### src/rtl/uart_rs485.sv
`timescale 1ns/1ps
module uart_rs485 #(
  parameter int CLK_HZ   = 50_000_000,
  parameter int DEF_BAUD = 9600,
  parameter int DIV_W    = 16
) (
  input  logic             clk,
  input  logic             rst_n,
  input  logic             cfg_wr,
  input  logic [DIV_W-1:0] cfg_div,
  input  logic             cfg_len7,
  input  logic             cfg_par_en,
  input  logic             cfg_par_odd,
  input  logic             cfg_stop2,
  input  logic             cfg_fc_en,
  input  logic             tx_valid,
  input  logic [7:0]       tx_data,
  output logic             tx_ready,
  output logic             rx_valid,
  output logic [7:0]       rx_data,
  output logic             rx_perr,
  output logic             rx_ferr,
  input  logic             rx_ready,
  output logic             txd,
  input  logic             rxd,
  output logic             rts_n,
  input  logic             cts_n,
  output logic             tx_en
);
  localparam int CW      = DIV_W + 4;
  localparam int DEF_DIV = (CLK_HZ + 8 * DEF_BAUD) / (16 * DEF_BAUD);

  typedef enum logic [2:0] {T_IDLE, T_LEAD, T_START, T_DATA, T_PAR, T_STOP, T_TRAIL} tx_st_t;
  typedef enum logic [2:0] {R_IDLE, R_START, R_DATA, R_PAR, R_STOP, R_WAIT} rx_st_t;

  logic [DIV_W-1:0] div_q;
  logic len7_q, par_q, odd_q, stop2_q, fc_q;

  always_ff @(posedge clk or negedge rst_n)
    if (!rst_n) begin
      div_q   <= DIV_W'(DEF_DIV);
      len7_q  <= 1'b0;
      par_q   <= 1'b0;
      odd_q   <= 1'b0;
      stop2_q <= 1'b0;
      fc_q    <= 1'b1;
    end else if (cfg_wr) begin
      div_q   <= cfg_div;
      len7_q  <= cfg_len7;
      par_q   <= cfg_par_en;
      odd_q   <= cfg_par_odd;
      stop2_q <= cfg_stop2;
      fc_q    <= cfg_fc_en;
    end

  logic [DIV_W-1:0] div_eff;
  logic [CW-1:0]    bit_last;
  logic [2:0]       last_idx;
  assign div_eff  = (div_q == '0) ? DIV_W'(1) : div_q;
  assign bit_last = {div_eff, 4'b0000} - CW'(1);
  assign last_idx = len7_q ? 3'd6 : 3'd7;

  logic cts_m, cts_s, rx_m, rx_s;
  always_ff @(posedge clk or negedge rst_n)
    if (!rst_n) begin
      cts_m <= 1'b1; cts_s <= 1'b1;
      rx_m  <= 1'b1; rx_s  <= 1'b1;
    end else begin
      cts_m <= cts_n; cts_s <= cts_m;
      rx_m  <= rxd;   rx_s  <= rx_m;
    end

  // transmitter
  tx_st_t        tx_st;
  logic [CW-1:0] tx_cnt;
  logic [2:0]    tx_idx;
  logic [7:0]    tx_sh;
  logic          tx_par;
  logic          tx_end;

  assign tx_end   = (tx_cnt == bit_last);
  assign tx_ready = (tx_st == T_IDLE) && (!fc_q || !cts_s);
  assign tx_en    = (tx_st != T_IDLE);

  always_comb
    case (tx_st)
      T_START: txd = 1'b0;
      T_DATA:  txd = tx_sh[0];
      T_PAR:   txd = tx_par;
      default: txd = 1'b1;
    endcase

  always_ff @(posedge clk or negedge rst_n)
    if (!rst_n) begin
      tx_st  <= T_IDLE;
      tx_cnt <= '0;
      tx_idx <= '0;
      tx_sh  <= '0;
      tx_par <= 1'b0;
    end else if (tx_st == T_IDLE) begin
      if (tx_valid && tx_ready) begin
        tx_st  <= T_LEAD;
        tx_cnt <= '0;
        tx_sh  <= tx_data;
        tx_par <= odd_q ^ (^tx_data[6:0]) ^ (tx_data[7] & ~len7_q);
      end
    end else if (!tx_end) begin
      tx_cnt <= tx_cnt + CW'(1);
    end else begin
      tx_cnt <= '0;
      case (tx_st)
        T_LEAD:  tx_st <= T_START;
        T_START: begin tx_st <= T_DATA; tx_idx <= '0; end
        T_DATA: begin
          tx_sh  <= {1'b0, tx_sh[7:1]};
          tx_idx <= tx_idx + 3'd1;
          if (tx_idx == last_idx) begin
            tx_idx <= '0;
            tx_st  <= par_q ? T_PAR : T_STOP;
          end
        end
        T_PAR:   begin tx_st <= T_STOP; tx_idx <= '0; end
        T_STOP:
          if (stop2_q && tx_idx == 3'd0) tx_idx <= 3'd1;
          else tx_st <= T_TRAIL;
        default: tx_st <= T_IDLE;
      endcase
    end

  // receiver
  rx_st_t           rx_st;
  logic [DIV_W-1:0] rdiv;
  logic [3:0]       rsub;
  logic [2:0]       ridx;
  logic [7:0]       rsh;
  logic             rpar, rpe;
  logic             rtick, samp;

  assign rtick = (rdiv == div_eff - DIV_W'(1));
  assign samp  = rtick && (rsub == 4'd7);
  assign rts_n = fc_q & rx_valid;

  always_ff @(posedge clk or negedge rst_n)
    if (!rst_n) begin
      rx_st <= R_IDLE;
      rdiv <= '0; rsub <= '0; ridx <= '0;
      rsh <= '0; rpar <= 1'b0; rpe <= 1'b0;
      rx_valid <= 1'b0; rx_data <= '0; rx_perr <= 1'b0; rx_ferr <= 1'b0;
    end else begin
      if (rx_valid && rx_ready) rx_valid <= 1'b0;
      if (rx_st == R_IDLE || rx_st == R_WAIT) begin
        rdiv <= '0;
        rsub <= '0;
      end else begin
        rdiv <= rtick ? '0 : rdiv + DIV_W'(1);
        if (rtick) rsub <= rsub + 4'd1;
      end
      case (rx_st)
        R_IDLE:
          if (!rx_s) begin
            rx_st <= R_START;
            rpe   <= 1'b0;
            rpar  <= 1'b0;
            ridx  <= '0;
          end
        R_START:
          if (samp) rx_st <= rx_s ? R_IDLE : R_DATA;
        R_DATA:
          if (samp) begin
            rsh  <= {rx_s, rsh[7:1]};
            rpar <= rpar ^ rx_s;
            ridx <= ridx + 3'd1;
            if (ridx == last_idx) rx_st <= par_q ? R_PAR : R_STOP;
          end
        R_PAR:
          if (samp) begin
            rpe   <= rpar ^ rx_s ^ odd_q;
            rx_st <= R_STOP;
          end
        R_STOP:
          if (samp) begin
            if (!rx_valid || rx_ready) begin
              rx_valid <= 1'b1;
              rx_data  <= len7_q ? {1'b0, rsh[7:1]} : rsh;
              rx_perr  <= rpe;
              rx_ferr  <= !rx_s;
            end
            rx_st <= rx_s ? R_IDLE : R_WAIT;
          end
        default:
          if (rx_s) rx_st <= R_IDLE;
      endcase
    end
endmodule

### config.mk
export PLATFORM = sky130hd
export DESIGN_NAME = uart_rs485
export DESIGN_NICKNAME = d
export VERILOG_FILES = /design/src/rtl/uart_rs485.sv
export SDC_FILE = /design/constraint.sdc
export NUM_CORES = 1
export LEC_CHECK = 0
export ABC_AREA = 1
export BUFFER_PORTS_ARGS = -buffer_cell sky130_fd_sc_hd__buf_2
export CAP_MARGIN = 20
export CORE_MARGIN = 3
export CORE_UTILIZATION = 40
export DETAILED_ROUTE_END_ITERATION = 16
export GPL_ROUTABILITY_DRIVEN = 0
export PLACE_DENSITY = 0.66
export SYNTH_ARGS = -nofsm -noshare
export SYNTH_HDL_FRONTEND = slang
export SYNTH_SLANG_ARGS = --single-unit
### constraint.sdc
create_clock -name clk -period 6.8 [get_ports clk]
set_clock_uncertainty 0.2 [all_clocks]
set_input_delay 1.02 -clock clk [delete_from_list [all_inputs] [get_ports clk]]
set_output_delay 1.02 -clock clk [all_outputs]
set_load 0.05 [all_outputs]
==> results of run 1 <==
## area by class of cell
| type | instances | area, um2 | share of cell area |
|---|---|---|---|
| multi-input combinational | 669 | 3420 | 0.465 |
| sequential | 107 | 2690 | 0.365 |
| inverter | 106 | 400 | 0.0544 |
| timing repair buffer | 53 | 295 | 0.0401 |
| tap | 216 | 270 | 0.0367 |
| clock buffer | 10 | 239 | 0.0325 |
| clock inverter | 5 | 45.0 | 0.00612 |
## worst max path at each step
stage | start | end | slack (ps) | cells past startpoint
final | div_q[11] | tx_sh[5] | 3180 | 21
after global routing | div_q[11] | tx_sh[3] | 2780 | 21
after CTS | div_q[11] | tx_sh[4] | 3200 | 21
after detailed placement | div_q[11] | tx_sh[0] | 3180 | 21
after global placement | div_q[11] | tx_sh[5] | 3270 | 21
after floorplan | tx_st[2] | txd | 3870 | 5
## flip-flops by register name, indices dropped and copies added, names as in the netlist, 4 cells and up
| name | flops |
|---|---|
| tx_cnt | 20 |
| rsh | 8 |
| rsub | 4 |
| rx_data | 8 |
| rdiv | 16 |
| tx_sh | 8 |
| div_q | 16 |
## through the flow
stage          area (um2)  power (W)
3_3_place_gp         7050    0.00160
4_1_cts              7330    0.00213
3_5_place_dp         7050    0.00161
6_report             7360    0.00211
5_1_grt              7360    0.00228
2_1_floorplan        6600    0.00144
## power by group through the flow
stage / sequential, W / clock (W) / combinational [W]
after floorplan: 0.000837 / 0 / 0.000601
after global placement: 0.000877 / 0 / 0.000724
after detailed placement: 0.000874 / 0 / 0.000731
after CTS: 0.000865 / 0.000529 / 0.000732
after global routing: 0.000886 / 0.000555 / 0.000837
final: 0.000866 / 0.000514 / 0.000734
## Yosys cell counts (all sizes together)
cell type and instances:
o21ai 33, o211ai 2, inv 105, a21oi 13, xor2 34, nor2 100
and2 1, nor2b 1, clkbuf 6, a221oi 1, or2 1, a31oi 1
nand4 20, mux2i 1, nor3 14, dfstp 9, nand3 98, o221a 1
xnor2 10, o22ai 17, buf 9, mux2 6, nor4 3, and3 1
o31ai 3, nor3b 1, nand2 292, ha 7, clkinv 1, nand3b 8
dfrtp 98
## cells by family (layout without fill, tap and decap cells)
group,after synthesis,count (layout),synth area share
compound gates,71,71,0.0629
fa+ha+maj,7,7,0.0133
xor+xnor,44,44,0.0584
buf+inv,121,174,0.0749
flops,107,107,0.407
mux,7,7,0.0117
simple gates,540,540,0.372
## routing by layer
metal | global-route usage | vias up | wire length, um
li1 | - | 2982 | -
met2 | 0.289 | 135 | 7260
met5 | 0 | - | 0
met3 | 0.0373 | 20 | 808
met4 | 0.0515 | 0 | 267
met1 | 0.262 | 2762 | 7600
## worst max-delay path, cell delays in order, from the launching register on
cell,delay [ps]
sky130_fd_sc_hd__dfrtp_1,420
sky130_fd_sc_hd__nor2_1,210
sky130_fd_sc_hd__nand2_2,110
sky130_fd_sc_hd__nor2_4,130
sky130_fd_sc_hd__nand2_4,140
sky130_fd_sc_hd__nand2_1,130
sky130_fd_sc_hd__inv_1,50
sky130_fd_sc_hd__ha_1,240
sky130_fd_sc_hd__nand2_4,130
sky130_fd_sc_hd__inv_1,60
sky130_fd_sc_hd__nand2_1,70
sky130_fd_sc_hd__nand2_1,70
sky130_fd_sc_hd__nand2_1,130
sky130_fd_sc_hd__xor2_1,100
sky130_fd_sc_hd__a21oi_1,140
sky130_fd_sc_hd__nand3_1,110
sky130_fd_sc_hd__nor3_2,100
sky130_fd_sc_hd__nand2_1,100
sky130_fd_sc_hd__nand2_2,460
sky130_fd_sc_hd__nand2_2,230
sky130_fd_sc_hd__nand2_1,110
sky130_fd_sc_hd__nand2_1,50
==> results.txt, run 1 <==
The run finished with clean final reports. The I/O pin total came out at 51. The count of mapped cells out of synthesis is 897. Along the worst path, the maximum fanout reaches 31. The number of vias in the routed layout came out at 5,899. The top achievable clock speed came out at 0.276 GHz.

The pre-CTS setup slack came out at 3180 ps. Yosys mapped the design onto 48 distinct sky130hd cell types. The pin slew with the least headroom to its limit is 663 ps. The number of buffers inserted by hold repair at cts is 0. The worst reg2reg path depth is 21. The net switching power came out at 0.000858 W.

The post-synthesis cell type with the largest combined area is sky130_fd_sc_hd__dfrtp_1. After clock tree synthesis, the clock-pin slew on the worst setup and hold paths is 70 ps. The post-synthesis area per instance is 7.36 um2. The number of buffers on the longest clock path came out at 2. In this run the remaining antenna-violating nets after routing total 0. Buffers inserted during clock tree synthesis total 9.

The number of pins exceeding their max-slew limit in the final report was 0. Row generation in the floorplan step produced 46 rows. The final layout contains routed wiring with a total length of 15,900 um. In this run the worst hold path is classified as reg2reg. The overall track demand over capacity in global routing came out at 0.185.

At the end of the flow, the number of nets in the layout was 989. Internal power comes to 0.00126 W. The final worst slack came out at 3180 ps.

In this run the standard cell core region covers 0.0160 mm2. The worst register-to-register path ends at tx_sh[5]. The DRC violation total after the first TritonRoute iteration is 481. The sequential group share of total power is 0.410. The final period demand of the worst path came out at 3620 ps. The number of optimization iterations in the first detailed-route pass came out at 5. The relative area change from synthesis to final layout is 11.4%.

The number of setup violations in the final report is 0. The count of endpoints failing hold in the final timing report is 0. The top cell types in the final layout, fill and taps aside, are sky130_fd_sc_hd__nand2_1 (279), sky130_fd_sc_hd__inv_1 (100), sky130_fd_sc_hd__dfrtp_1 (98). The area enclosed by the die boundary is 0.0181 mm2. The share of total power dissipated in combinational logic is 0.347.

The worst-case register-to-register setup slack is 3180 ps. Of the cells placed in the final design, the portion with a size suffix greater than 1 is 0.135. The final clock period utilization by the worst path is 0.532. The chip width came out at 134 um. After routing, the total negative slack on setup checks comes to 0 ps.

The clock group share of total power came out at 0.243. The commonest non-fill, non-tap cell in the layout is sky130_fd_sc_hd__nand2_1. The number of antenna diodes came out at 0. The power per standard cell area came out at 287 mW/mm2.

Counting flops and latches in the post-synthesis netlist gives 107. Yosys attributes the largest share of cell area to sky130_fd_sc_hd__dfrtp_1 (37%), sky130_fd_sc_hd__nand2_1 (16%), sky130_fd_sc_hd__nand3_1 (7.0%), sky130_fd_sc_hd__inv_1 (5.7%), sky130_fd_sc_hd__nor2_1 (4.8%). The total grt overflow is 0. The instance count after placement with tap cells included came out at 1,150. The number of global-route vias before repair is 5,545. The number of instances resized during post-cts repair is 0.

Counting every net in the synthesized netlist gives 940. Clock tree synthesis selected as its root buffer the cell sky130_fd_sc_hd__clkbuf_16. Data arrives at the worst endpoint at 3670 ps. The share of synthesized area occupied by flip-flops and latches came out at 0.407.

Data on the critical path is required at its endpoint by 6850 ps. The post-synthesis instance area came out at 0.00660 mm2. The number of cells on the worst hold path came out at 0. The maximum vdd drop came out at 0.315 mV. The number of synthesis warnings came out at 0. The launch point of the worst hold path is cts_m. Of the post-synthesis cell area, the dominant cell type holds 0.371. The clock sink count is 107. The die height is 134 um. In this run the number of H-tree levels came out at 3. Summed over all cells, the static leakage comes to 3.73 nW. The non-filler instance count after layout is 1,166. The layout filler cell count is 1,654. The global-route wire length before repair is 27,100 um.

The initial antenna violation count is 0. The HPWL after detailed placement came out at 12,100 um. The worst register-to-register path begins at div_q[11]. Using the TritonRoute via totals, the vias-per-cell ratio works out to 5.06. The worst pin sits at a relative slew slack of 0.558. The starting density of the core is 0.413. TritonCTS built the clock tree. The DRC violation count after routing is 0. The max-cap violation count came out at 0.

Across all hold checks on the routed design, the worst slack comes to 158 ps. By startpoint and endpoint, the worst setup path is classified as reg2reg. The share of total power consumed by net switching is 0.406.

The number of input and output port buffers inserted is 50. The worst setup path is launched from a register. The critical path endpoint category is a register. The path with the worst hold slack has its endpoint at cts_s. Setup repair after global routing left no endpoint under its margin. The number of setup buffers added after CTS is 0. The utilization of the core after routing came out at 0.460. The latest clock arrival within the worst-skew pair is 360 ps. The maximum number of pins on one net before global-route repair came out at 83.

The detail-routed net length per standard cell is 13.7 um.
Note: power is estimated with default switching activity, not from simulation.
==> run 2: changes to the inputs <==
--- a/config.mk
+++ b/config.mk
@@ -12,7 +12,7 @@
 export CORE_UTILIZATION = 40
 export DETAILED_ROUTE_END_ITERATION = 16
 export GPL_ROUTABILITY_DRIVEN = 0
-export PLACE_DENSITY = 0.66
+export PLACE_DENSITY = 0.68
 export SYNTH_ARGS = -nofsm -noshare
 export SYNTH_HDL_FRONTEND = slang
 export SYNTH_SLANG_ARGS = --single-unit
==> constraint.sdc (replaced) <==
create_clock -name clk -period 3.1 [get_ports clk]
set_clock_uncertainty 0.2 [all_clocks]
set_input_delay 0.465 -clock clk [delete_from_list [all_inputs] [get_ports clk]]
set_output_delay 0.465 -clock clk [all_outputs]
set_load 0.05 [all_outputs]
==> results.txt, run 2 (synthesis gave the netlist of run 1 again) <==
The flow ran to the end, and the final reports show no timing, DRC or antenna violations. The total grt overflow came out at 0 (unchanged). The overall track demand over capacity in global routing is 0.196 (+0.0116). The library cell used most frequently in the layout, excluding fill and tap cells, is sky130_fd_sc_hd__nand2_1. The register with the most flip-flops in the final layout is tx_cnt. The maximum number of pins on one net before global-route repair came out at 49 (-41%). The relative slew slack came out at 0.546 (-0.0115). The HPWL after detailed placement is 13,000 um (+7.5%). The required time at the endpoint of the critical path is 3150 ps (-3700 ps).

CTS placed an instance of sky130_fd_sc_hd__clkbuf_16 at the clock tree root. The path class of the tightest hold or removal check is in2reg. The initial antenna violation count came to 0 (unchanged). The clock sink count is 107 (unchanged). The relative area change from synthesis to final layout is 20.4%. The critical path data arrival time came out at 3100 ps (-570 ps).

The utilization of the core after routing came out at 0.497 (+0.0371). The level count of the clock H-tree is 3 (unchanged). The number of vias in the routed layout was 6,205 (+5.2%). The longest individual stage delay on the worst path is 560 ps (+100 ps). The TritonCTS clock tree is yes.

The fraction of layout cells with a size suffix above 1 came out at 0.207 (+0.0723). The area of the placeable core came to 0.0160 mm2 (unchanged). The number of buffer and inverter instances along the worst setup path came out at 2 (unchanged). The number of setup violations in the final report was 0 (unchanged).

The final clock period utilization by the worst path came out at 0.984 (+0.452). The net switching power was 0.00205 W (+140%). The worst setup path is launched from a register. The count of endpoints failing hold in the final timing report came to 0 (unchanged).

Setup repair after global routing could not meet its margin everywhere. In the layout the commonest cells are sky130_fd_sc_hd__nand2_1 (260), sky130_fd_sc_hd__inv_1 (98), sky130_fd_sc_hd__dfrtp_1 (98). The area enclosed by the die boundary came out at 0.0181 mm2 (unchanged).

The clock group share of total power came out at 0.244 (about the same). The design internal power came out at 0.00294 W (+130%). The number of buffers created by CTS is 9 (unchanged). The worst setup path is captured at a register.

The global-route wire length before repair is 28,500 um (+5.2%). The layout filler cell count came out at 1,615 (-2.4%). The number of optimization iterations in the first detailed-route pass came out at 5 (unchanged).

The worst setup path is of the reg2reg kind. The chip width came out at 134 um (unchanged). The DRC violation count after routing came out at 0 (unchanged).

The placed instance area came out at 0.00732 mm2 (+3.9%). The starting density of the core came out at 0.413 (unchanged). The largest delay contributor family on the critical path is simple AND/OR/NAND/NOR gates. The number of pins exceeding their max-slew limit in the final report came to 0 (unchanged).

The power per standard cell area was 627 mW/mm2 (+120%). The post-layout net count came out at 1,038 (+5.0%). The I/O pin total was 51 (unchanged). The flip-flop count of the largest register, all copies and words added is 20 (unchanged). The number of buffers on the longest clock path came to 2 (unchanged). The maximum fanout along the worst path is 5 (-84%). The total detailed-routing wirelength came out at 17,400 um (+9.2%). The share of total power consumed by net switching came out at 0.410 (+0.00451). The register clock-pin slew on the reported worst setup and hold paths came to 80 ps (about the same). The leakage power came out at 4.00 nW (+7.2%). The final instance area came out at 0.00795 mm2 (+8.1%). The number of nets with antenna violations after routing came out at 0 (unchanged). The number of antenna diodes came out at 0 (unchanged).

In the final layout, the registers with the most flip-flops are tx_cnt x20, div_q x16, rdiv x16. The top achievable clock speed came out at 0.328 GHz (+19%). The die height came to 134 um (unchanged). The number of global-route vias before repair is 5,910 (+6.6%). The sequential group share of total power came out at 0.379 (-0.031). The number of input and output port buffers inserted was 50 (unchanged).

The latest clock arrival within the worst-skew pair came out at 370 ps (about the same). The pin slew with the least headroom to its limit was 680 ps (+17.3 ps). The maximum vdd drop is 0.654 mV (+110%). On the critical path, the stage with the largest delay is an instance of sky130_fd_sc_hd__dfstp_2. The critical path goes through nor2_4 > nand2_2 > nor2_4 > nand2_4 > nand2_4 > inv_2 > ha_4 > nand2_4 > nor2_4 > nand3_2 > nand3_1 > nand2_2 > nor2_2 > nand3_2 > buf_6 > nor3_4 > nand4_4 > nand2_1 > nand2_1. The sequential cell area is 0.00269 mm2 (unchanged). The detail-routed net length per standard cell came out at 14.3 um (+4.7%).

The combinational cell fraction of total power came out at 0.377 (+0.030). The per-cell via count in the routed design came out at 5.10 (+0.86%). The final period demand of the worst path is 3050 ps (-570 ps). The max-cap violation count came out at 0 (unchanged).

The area taken by multi-input logic gates came out at 0.00362 mm2 (+5.9%). The count of standard-cell rows is 46 (unchanged). The DRC violation total after the first TritonRoute iteration came out at 451 (-6.2%).
## run 2: metrics by stage
stage / hold slack [ps] / power [W] / setup WS, ps / TNS, ps / std cells
after floorplan: -30.6 / 0.00315 / 206 / 0 / 897
after global placement: 145 / 0.00365 / -12.8 / -104 / 1185
after detailed placement: 147 / 0.00368 / -83.9 / -999 / 1185
after CTS: 85.1 / 0.00491 / 2.05 / 0 / 1204
after global routing: 105 / 0.00532 / -102 / -1610 / 1216
final: 96.2 / 0.00499 / 49.5 / 0 / 1216
## run 2: cell type report
class,count,area share
sequential,107,0.338
inverter,106,0.0507
timing repair inverter,1,0.000629
clock buffer,9,0.0283
clock inverter,7,0.0118
multi-input combinational,672,0.455
timing repair buffer,98,0.0810
tap,216,0.0340
## run 2: metal layers
metal  global-route usage  part of all wire  up-vias
met5                    0                 0        -
met4               0.0656             0.022        0
met3               0.0354             0.043       29
met2                0.316              0.47      158
met1                0.269              0.46     2927
li1                     -                 -     3091
## run 2: power groups by stage
stage / clock network, W / logic, W / registers, W
2_1_floorplan: 0 / 0.00132 / 0.00184
3_3_place_gp: 0 / 0.00174 / 0.00190
3_5_place_dp: 0 / 0.00177 / 0.00191
4_1_cts: 0.00124 / 0.00179 / 0.00189
5_1_grt: 0.00128 / 0.00211 / 0.00193
6_report: 0.00122 / 0.00188 / 0.00189
## run 2: final timing paths
check	from	end	slack, ps	depth (start not counted)
setup / recovery	div_q[2]	rx_data[2]	50	19
hold / removal	cfg_div[7]	div_q[7]	100	3
setup reg to reg	div_q[2]	rx_data[2]	50	19
hold reg to reg	cts_m	cts_s	160	0
max in group asynchronous	rst_n	div_q[8]	1390	3
min in group asynchronous	rst_n	rx_data[7]	470	2
## run 2: repair_timing
action / in CTS / in global routing
setup endpoints to repair: 39 / 79
resized for setup: 5 / 43
cloned: 0 / 4
pin swaps: 0 / 25
buffers inserted: 0 / 8
endpoints found under the hold margin: 46 / 0
hold buffers: 3 / 0
## run 2: worst min-delay path: cells and delay by family
kind,cells,cell delay [ps]
buffers and inverters,1,70
and+or+nand+nor,1,40
AOI/OAI and AO/OA,1,50
